## config.mk

```make
export PLATFORM = sky130hd
export DESIGN_NAME = mem_to_stream_dma
export DESIGN_NICKNAME = d
export VERILOG_FILES = /design/src/rtl/m2s_pkg.sv /design/src/rtl/m2s_burst_sizer.sv /design/src/rtl/m2s_fifo.sv /design/src/rtl/mem_to_stream_dma.sv
export SDC_FILE = /design/constraint.sdc
export NUM_CORES = 1
export LEC_CHECK = 0
export BUFFER_PORTS_ARGS = -buffer_cell sky130_fd_sc_hd__buf_2
export CAP_MARGIN = 20
export CORE_MARGIN = 1
export CORE_UTILIZATION = 35
export CTS_CLUSTER_DIAMETER = 100
export DETAILED_ROUTE_END_ITERATION = 6
export GPL_TIMING_DRIVEN = 1
export MAX_ROUTING_LAYER = met4
export PLACE_DENSITY = 0.54
export SKIP_CTS_REPAIR_TIMING = 1
export SKIP_LAST_GASP = 1
export SYNTH_ARGS = -nofsm -noshare
export SYNTH_HDL_FRONTEND = slang
export SYNTH_SLANG_ARGS = --single-unit
export TNS_END_PERCENT = 100
```

## constraint.sdc

```tcl
create_clock -name clk -period 7.6 [get_ports clk]
set_clock_uncertainty 0.15 [all_clocks]
set_input_delay 0.38 -clock clk [delete_from_list [all_inputs] [get_ports clk]]
set_output_delay 0.38 -clock clk [all_outputs]
set_load 0.005 [all_outputs]
```

## src/rtl/m2s_pkg.sv

```systemverilog
`timescale 1ns/1ps
package m2s_pkg;

    localparam int BYTES_W    = 16;
    localparam int BYTES_W1   = BYTES_W + 1;
    localparam int PAGE_BITS  = 12;
    localparam int PAGE_BYTES = 1 << PAGE_BITS;

    typedef enum logic [2:0] {
        ST_IDLE,
        ST_SIZE_A,
        ST_SIZE_B,
        ST_ADDR,
        ST_DATA
    } dma_state_e;

    typedef struct packed {
        logic [7:0] max_len;
        logic [2:0] size;
    } burst_shape_t;

    // Nominal bytes of a burst: (len + 1) beats of (1 << size) bytes.
    function automatic logic [BYTES_W-1:0] shape_bytes(input burst_shape_t s);
        logic [BYTES_W-1:0] beats;
        beats = BYTES_W'(s.max_len) + BYTES_W'(1);
        return beats << s.size;
    endfunction

    // Beat count rounded up, minus one; zero bytes give zero.
    function automatic logic [7:0] bytes_to_len(input logic [BYTES_W-1:0] nbytes,
                                                input logic [2:0]         size);
        logic [BYTES_W1-1:0] padded;
        logic [BYTES_W1-1:0] beats;
        padded = {1'b0, nbytes} + (BYTES_W1'(1) << size) - BYTES_W1'(1);
        beats  = padded >> size;
        if (beats == '0)
            return 8'd0;
        return 8'(beats - BYTES_W1'(1));
    endfunction

endpackage

```

## src/rtl/m2s_burst_sizer.sv

```systemverilog
`timescale 1ns/1ps
module m2s_burst_sizer
    import m2s_pkg::*;
#(
    parameter int XFER_W = 32
) (
    input  logic                 clk,
    input  logic                 rst,
    input  logic                 stage_a_en,
    input  logic                 stage_b_en,
    input  logic [PAGE_BITS-1:0] page_offset,
    input  burst_shape_t         shape,
    input  logic [XFER_W-1:0]    remaining,
    output logic [7:0]           burst_len,
    output logic [BYTES_W-1:0]   burst_bytes
);

    logic [BYTES_W-1:0] full_bytes;
    logic [BYTES_W-1:0] page_room;
    logic [BYTES_W-1:0] clipped_d;
    logic [BYTES_W-1:0] page_clip_q;
    logic [BYTES_W-1:0] taken;
    logic               crosses;

    // Stage A: clip the nominal burst at the end of the current page.
    assign full_bytes = shape_bytes(shape);
    assign page_room  = BYTES_W'(PAGE_BYTES) - BYTES_W'(page_offset);
    assign crosses    = (BYTES_W1'(full_bytes) + BYTES_W1'(page_offset)) >= BYTES_W1'(PAGE_BYTES);
    assign clipped_d  = crosses ? page_room : full_bytes;

    always_ff @(posedge clk) begin
        if (rst)
            page_clip_q <= '0;
        else if (stage_a_en)
            page_clip_q <= clipped_d;
    end

    // Stage B: clip again to the bytes still owed, then turn into ARLEN.
    assign taken = (XFER_W'(page_clip_q) <= remaining) ? page_clip_q : remaining[BYTES_W-1:0];

    always_ff @(posedge clk) begin
        if (rst) begin
            burst_len   <= '0;
            burst_bytes <= '0;
        end else if (stage_b_en) begin
            burst_len   <= bytes_to_len(taken, shape.size);
            burst_bytes <= taken;
        end
    end

endmodule

```

## src/rtl/m2s_fifo.sv

```systemverilog
`timescale 1ns/1ps
module m2s_fifo #(
    parameter int WIDTH = 33,
    parameter int DEPTH = 16
) (
    input  logic             clk,
    input  logic             rst,
    input  logic             wr_en,
    input  logic [WIDTH-1:0] wr_data,
    output logic             full,
    input  logic             rd_en,
    output logic [WIDTH-1:0] rd_data,
    output logic             empty
);

    localparam int PTR_W = (DEPTH > 1) ? $clog2(DEPTH) : 1;
    localparam int CNT_W = $clog2(DEPTH + 1);

    logic [WIDTH-1:0] store [DEPTH];
    logic [PTR_W-1:0] wr_ptr;
    logic [PTR_W-1:0] rd_ptr;
    logic [CNT_W-1:0] fill;
    logic             do_wr;
    logic             do_rd;

    function automatic logic [PTR_W-1:0] bump(input logic [PTR_W-1:0] p);
        return (p == PTR_W'(DEPTH - 1)) ? '0 : p + 1'b1;
    endfunction

    assign full    = (fill == CNT_W'(DEPTH));
    assign empty   = (fill == '0);
    assign do_wr   = wr_en && !full;
    assign do_rd   = rd_en && !empty;
    assign rd_data = store[rd_ptr];

    always_ff @(posedge clk) begin
        if (rst) begin
            wr_ptr <= '0;
            rd_ptr <= '0;
            fill   <= '0;
        end else begin
            if (do_wr)
                wr_ptr <= bump(wr_ptr);
            if (do_rd)
                rd_ptr <= bump(rd_ptr);
            case ({do_wr, do_rd})
                2'b10:   fill <= fill + 1'b1;
                2'b01:   fill <= fill - 1'b1;
                default: fill <= fill;
            endcase
        end
    end

    always_ff @(posedge clk) begin
        if (do_wr)
            store[wr_ptr] <= wr_data;
    end

endmodule

```

## src/rtl/mem_to_stream_dma.sv

```systemverilog
`timescale 1ns/1ps
module mem_to_stream_dma
    import m2s_pkg::*;
#(
    parameter int ADDR_W     = 32,
    parameter int DATA_W     = 32,
    parameter int ID_W       = 4,
    parameter int USER_W     = 1,
    parameter int XFER_W     = 32,
    parameter int FIFO_DEPTH = 16
) (
    input  logic              clk,
    input  logic              rst,
    input  logic              cmd_start,
    input  logic              cmd_stop,
    input  logic [ADDR_W-1:0] cmd_src_addr,
    input  logic [7:0]        cmd_max_len,
    input  logic [2:0]        cmd_beat_size,
    input  logic [XFER_W-1:0] cmd_total_bytes,
    output logic              cmd_done,
    output logic [ID_W-1:0]   m_arid,
    output logic [ADDR_W-1:0] m_araddr,
    output logic [7:0]        m_arlen,
    output logic [2:0]        m_arsize,
    output logic [1:0]        m_arburst,
    output logic              m_arlock,
    output logic [3:0]        m_arcache,
    output logic [2:0]        m_arprot,
    output logic [3:0]        m_arqos,
    output logic [USER_W-1:0] m_aruser,
    output logic              m_arvalid,
    input  logic              m_arready,
    input  logic [ID_W-1:0]   m_rid,
    input  logic [DATA_W-1:0] m_rdata,
    input  logic [1:0]        m_rresp,
    input  logic              m_rlast,
    input  logic [USER_W-1:0] m_ruser,
    input  logic              m_rvalid,
    output logic              m_rready,
    output logic [DATA_W-1:0] st_tdata,
    output logic              st_tlast,
    output logic              st_tvalid,
    input  logic              st_tready
);

    localparam int ENTRY_W = DATA_W + 1;

    logic               start_q;
    logic               stop_q;
    logic               start_edge;
    logic               stop_edge;
    logic               abort_q;
    logic               launch;
    dma_state_e         state;
    dma_state_e         state_d;
    logic [ADDR_W-1:0]  src_q;
    burst_shape_t       shape_q;
    logic [XFER_W-1:0]  remaining_q;
    logic [7:0]         burst_len;
    logic [BYTES_W-1:0] burst_bytes;
    logic               ar_fire;
    logic               r_fire;
    logic               final_burst;
    logic               done_q;
    logic               fifo_full;
    logic               fifo_empty;
    logic [ENTRY_W-1:0] fifo_in;
    logic [ENTRY_W-1:0] fifo_out;
    logic               unused_sideband;

    assign unused_sideband = ^{m_rid, m_rresp, m_ruser};

    // Edge detection on the control pulses and the abort latch.
    always_ff @(posedge clk) begin
        if (rst) begin
            start_q <= 1'b0;
            stop_q  <= 1'b0;
            abort_q <= 1'b0;
        end else begin
            start_q <= cmd_start;
            stop_q  <= cmd_stop;
            if (stop_edge)
                abort_q <= 1'b1;
            else if (start_edge)
                abort_q <= 1'b0;
        end
    end

    assign start_edge  = cmd_start && !start_q;
    assign stop_edge   = cmd_stop && !stop_q;
    assign launch      = (state == ST_IDLE) && start_edge && !stop_edge;
    assign ar_fire     = m_arvalid && m_arready;
    assign r_fire      = m_rvalid && m_rready;
    assign final_burst = (remaining_q == '0);

    // Phase sequencing.
    always_comb begin
        state_d = state;
        case (state)
            ST_IDLE:   if (launch) state_d = ST_SIZE_A;
            ST_SIZE_A: state_d = (abort_q || remaining_q == '0) ? ST_IDLE : ST_SIZE_B;
            ST_SIZE_B: state_d = abort_q ? ST_IDLE : ST_ADDR;
            ST_ADDR:   if (ar_fire) state_d = ST_DATA;
            ST_DATA:   if (r_fire && m_rlast)
                           state_d = (abort_q || final_burst) ? ST_IDLE : ST_SIZE_A;
            default:   state_d = ST_IDLE;
        endcase
    end

    always_ff @(posedge clk) begin
        if (rst) begin
            state  <= ST_IDLE;
            done_q <= 1'b0;
        end else begin
            state  <= state_d;
            done_q <= (state != ST_IDLE) && (state_d == ST_IDLE);
        end
    end

    // Address and byte bookkeeping.
    always_ff @(posedge clk) begin
        if (rst) begin
            src_q       <= '0;
            shape_q     <= '0;
            remaining_q <= '0;
        end else if (launch) begin
            src_q       <= cmd_src_addr;
            shape_q     <= '{max_len: cmd_max_len, size: cmd_beat_size};
            remaining_q <= cmd_total_bytes;
        end else if (ar_fire) begin
            src_q       <= src_q + ADDR_W'(burst_bytes);
            remaining_q <= remaining_q - XFER_W'(burst_bytes);
        end
    end

    m2s_burst_sizer #(
        .XFER_W (XFER_W)
    ) u_sizer (
        .clk         (clk),
        .rst         (rst),
        .stage_a_en  (state == ST_SIZE_A),
        .stage_b_en  (state == ST_SIZE_B),
        .page_offset (src_q[PAGE_BITS-1:0]),
        .shape       (shape_q),
        .remaining   (remaining_q),
        .burst_len   (burst_len),
        .burst_bytes (burst_bytes)
    );

    // Read data buffer between the read channel and the stream.
    assign m_rready = (state == ST_DATA) && !fifo_full;
    assign fifo_in  = {m_rdata, m_rlast && final_burst};

    m2s_fifo #(
        .WIDTH (ENTRY_W),
        .DEPTH (FIFO_DEPTH)
    ) u_buf (
        .clk     (clk),
        .rst     (rst),
        .wr_en   (m_rvalid && m_rready),
        .wr_data (fifo_in),
        .full    (fifo_full),
        .rd_en   (st_tvalid && st_tready),
        .rd_data (fifo_out),
        .empty   (fifo_empty)
    );

    assign st_tvalid = !fifo_empty;
    assign st_tdata  = fifo_out[ENTRY_W-1:1];
    assign st_tlast  = fifo_out[0];

    // Read address channel.
    assign m_arvalid = (state == ST_ADDR);
    assign m_araddr  = src_q;
    assign m_arlen   = burst_len;
    assign m_arsize  = shape_q.size;
    assign m_arburst = 2'b01;
    assign m_arlock  = 1'b0;
    assign m_arcache = '0;
    assign m_arprot  = '0;
    assign m_arqos   = '0;
    assign m_arid    = '0;
    assign m_aruser  = '0;

    assign cmd_done = done_q;

endmodule

```

==> impl_metrics.json <==
{
  "grt_util_all_layers": 0.183,
  "finalCriticalPeriod_ns": 6.87,
  "final_util": 0.422,
  "cap_violations": 0,
  "start_util": 0.354,
  "synthCells": 2210,
  "rsz0062_at_grt": "false",
  "numCtsBuffers": 76,
  "cp.required_ns": 7.93,
  "grt_pass1_wl_mm": 121,
  "die_w_um": 299,
  "clkLatencyLatePin_ns": 0.63,
  "ys_seq_elements": 667,
  "dr.pass1.iters": 7,
  "grt_pass1_vias": 19700,
  "leakagePower_nw": 12.7,
  "critPathKind": "register to register",
  "synth_top_flop_cell": "edfxtp_1",
  "post-route-period-util": 0.904,
  "grt_use_met2": 0.304,
  "tightestPinTransition_ns": 1.10,
  "cp-startpoint": "remaining_q[18]",
  "yosysUniqueCellTypes": 78,
  "coreArea_um2": 87000,
  "stdcell_area_um2": 36700,
  "syn_area_per_cell_um2": 14.0,
  "synth_top_family_by_area": "multiplexers",
  "slew_headroom": 0.267,
  "p_per_area_nw_per_um2": 241,
  "tns_ns": 0,
  "synth_edf_count": 528,
  "drc": 0,
  "synth-simple-area-share": 0.0769,
  "maxSlewViolCount": 0,
  "routed_wl_mm": 79.7,
  "synth-seq-area-share": 0.604,
  "outcome": "finished clean",
  "grt_busiest_layer": "met2",
  "vdd_drop_max_mv": 0.152,
  "grt_use_met3": 0.0330,
  "grt_max_degree": 93,
  "globalplace.congestion": 0.843,
  "drive_gt1_frac": 0.213,
  "clk_path_buf_depth": 3,
  "synthAdderAreaFrac": 0.0422,
  "synth_area_um2": 30800,
  "vias_per_cell": 5.34,
  "critPathMaxFanout": 17,
  "wl_per_cell_um": 21.4,
  "placed_cell_area_um2": 33100,
  "synth_compound_area_frac": 0.0933,
  "hold_path.class": "input port to register",
  "clk_pin_slew_ns": 0.06,
  "async_flop_share": 0,
  "io_pins": 221,
  "gr-usage-met1": 0.228,
  "cts_max_level": 3,
  "cp-start-kind": "register",
  "hpwl_mm": 49.9,
  "clockRootBuffer": "clkbuf_16",
  "arrival_ns": 7.20,
  "routed-via-count": 19900,
  "r2r_start": "remaining_q[18]",
  "setup_violations": 0,
  "synth_xor_area_frac": 0.0224,
  "min-delay-start": "m_arready",
  "die_h_um": 299,
  "finalHoldViolCount": 0,
  "placementRows": 108,
  "nets": 2724,
  "worstSetupEndpointType": "register",
  "antenna_left": 0,
  "portBuffers": 194,
  "yosys_warnings": 0,
  "antenna_found_initial": 4,
  "die_area_um2": 89300,
  "clock-sinks": 667,
  "fmax_mhz": 146,
  "syn2layout_area_growth_pct": 19.0,
  "grt_overflow": 0,
  "synth.mux.area_fraction": 0.130,
  "drt-initial-drc-count": 1230,
  "cts_tree": "yes"
}
## cells in the mapped netlist (33+ instances only)
master	n	area, um^2
a211oi_1	67	503
a21oi_1	116	581
clkbuf_1	95	357
dfxtp_1	139	2780
edfxtp_1	528	15900
ha_1	96	1200
inv_1	91	342
mux4_2	167	3760
nand2_1	133	499
nor2_1	188	706
nor3_1	33	165
o21ai_0	77	385
xor2_1	47	412
## report_power, final
group          switching (mW)  leakage (nW)  total (mW)  internal [mW]
Clock                    1.52          1.20        3.61           2.09
Combinational           0.711          5.59        1.18          0.474
Sequential             0.0716          5.87        4.05           3.98
Total                    2.30          12.7        8.85           6.54
## cell usage in the layout, fill, tap and decap left out, drive strengths merged, types with 19 or more instances in the layout
master / n
a211oi: 67
a21oi: 116
a311oi: 19
buf: 227
clkbuf: 101
clkinv: 28
conb: 19
dfxtp: 139
dlygate4sd3: 108
edfxtp: 528
ha: 96
inv: 94
mux2i: 23
mux4: 167
nand2: 133
nand3: 31
nor2: 188
nor3: 34
o21ai: 78
xnor2: 32
xor2: 47
## layout make-up
class	count	area, um^2
sequential	667	18600
timing repair buffer	335	2310
tap	1155	1450
multi-input combinational	1330	11500
fill	8025	50300
clock buffer	101	2040
inverter	91	342
antenna	4	10.0
clock inverter	38	447
## final timing paths
check                              end  slack [ns]  cells past startpoint
setup / recovery  u_sizer.burst_len[0]        0.73                     24
hold / removal                state[1]        0.04                      4
setup reg to reg  u_sizer.burst_len[0]        0.73                     24
hold reg to reg   u_sizer.burst_len[0]        0.33                      1
## per-layer routing
layer,up-vias,share of wire
met5,-,0
met4,0,0.023
met3,133,0.050
met2,506,0.50
met1,10100,0.42
li1,9107,-
## cell families after synthesis
logic type | count (synthesis)
muxes | 190
adders and majority gates | 101
other | 2
xor gates and xnor gates | 79
and+or+nand+nor | 509
AOI/OAI and AO/OA | 432
buffers and inverters | 230
DFF | 667
## stage by stage
step,setup WS (ns),hold slack [ns],std cells,total power [mW]
after floorplan,1.92,0.307,2227,4.92
after global placement,0.953,0.318,3470,5.24
after detailed placement,0.869,0.312,3470,5.25
after CTS,0.784,-0.232,3609,8.89
after global routing,0.254,0.0399,3721,9.24
final,0.732,0.0376,3721,8.85
## worst max-delay path: stages, from the launching register on
cell	delay, ns
dfxtp_1	0.36
nor3_4	0.27
nand4_1	0.21
or4b_4	0.60
nor4_2	0.46
o31ai_4	0.29
a21oi_1	0.37
ha_1	0.29
inv_1	0.05
ha_1	0.19
inv_1	0.06
fa_1	0.41
nor2b_1	0.21
o221a_2	0.32
o31ai_1	0.16
a32oi_1	0.29
a211oi_1	0.14
o21ai_0	0.45
ha_1	0.24
inv_1	0.05
a211oi_1	0.19
o2111ai_1	0.21
nor4_4	0.27
a311oi_4	0.20
a22o_1	0.26
## flip-flops by register name, summed over array words and instances, names as in the netlist, 5 cells and up, named ones only
register             flops
u_buf.store            528
m_araddr                32
remaining_q             32
u_sizer.burst_bytes     16
u_sizer.page_clip_q     16
shape_q                  8
u_sizer.burst_len        8
u_buf.fill               5
No activity file was read; power rests on OpenSTA's default activity.
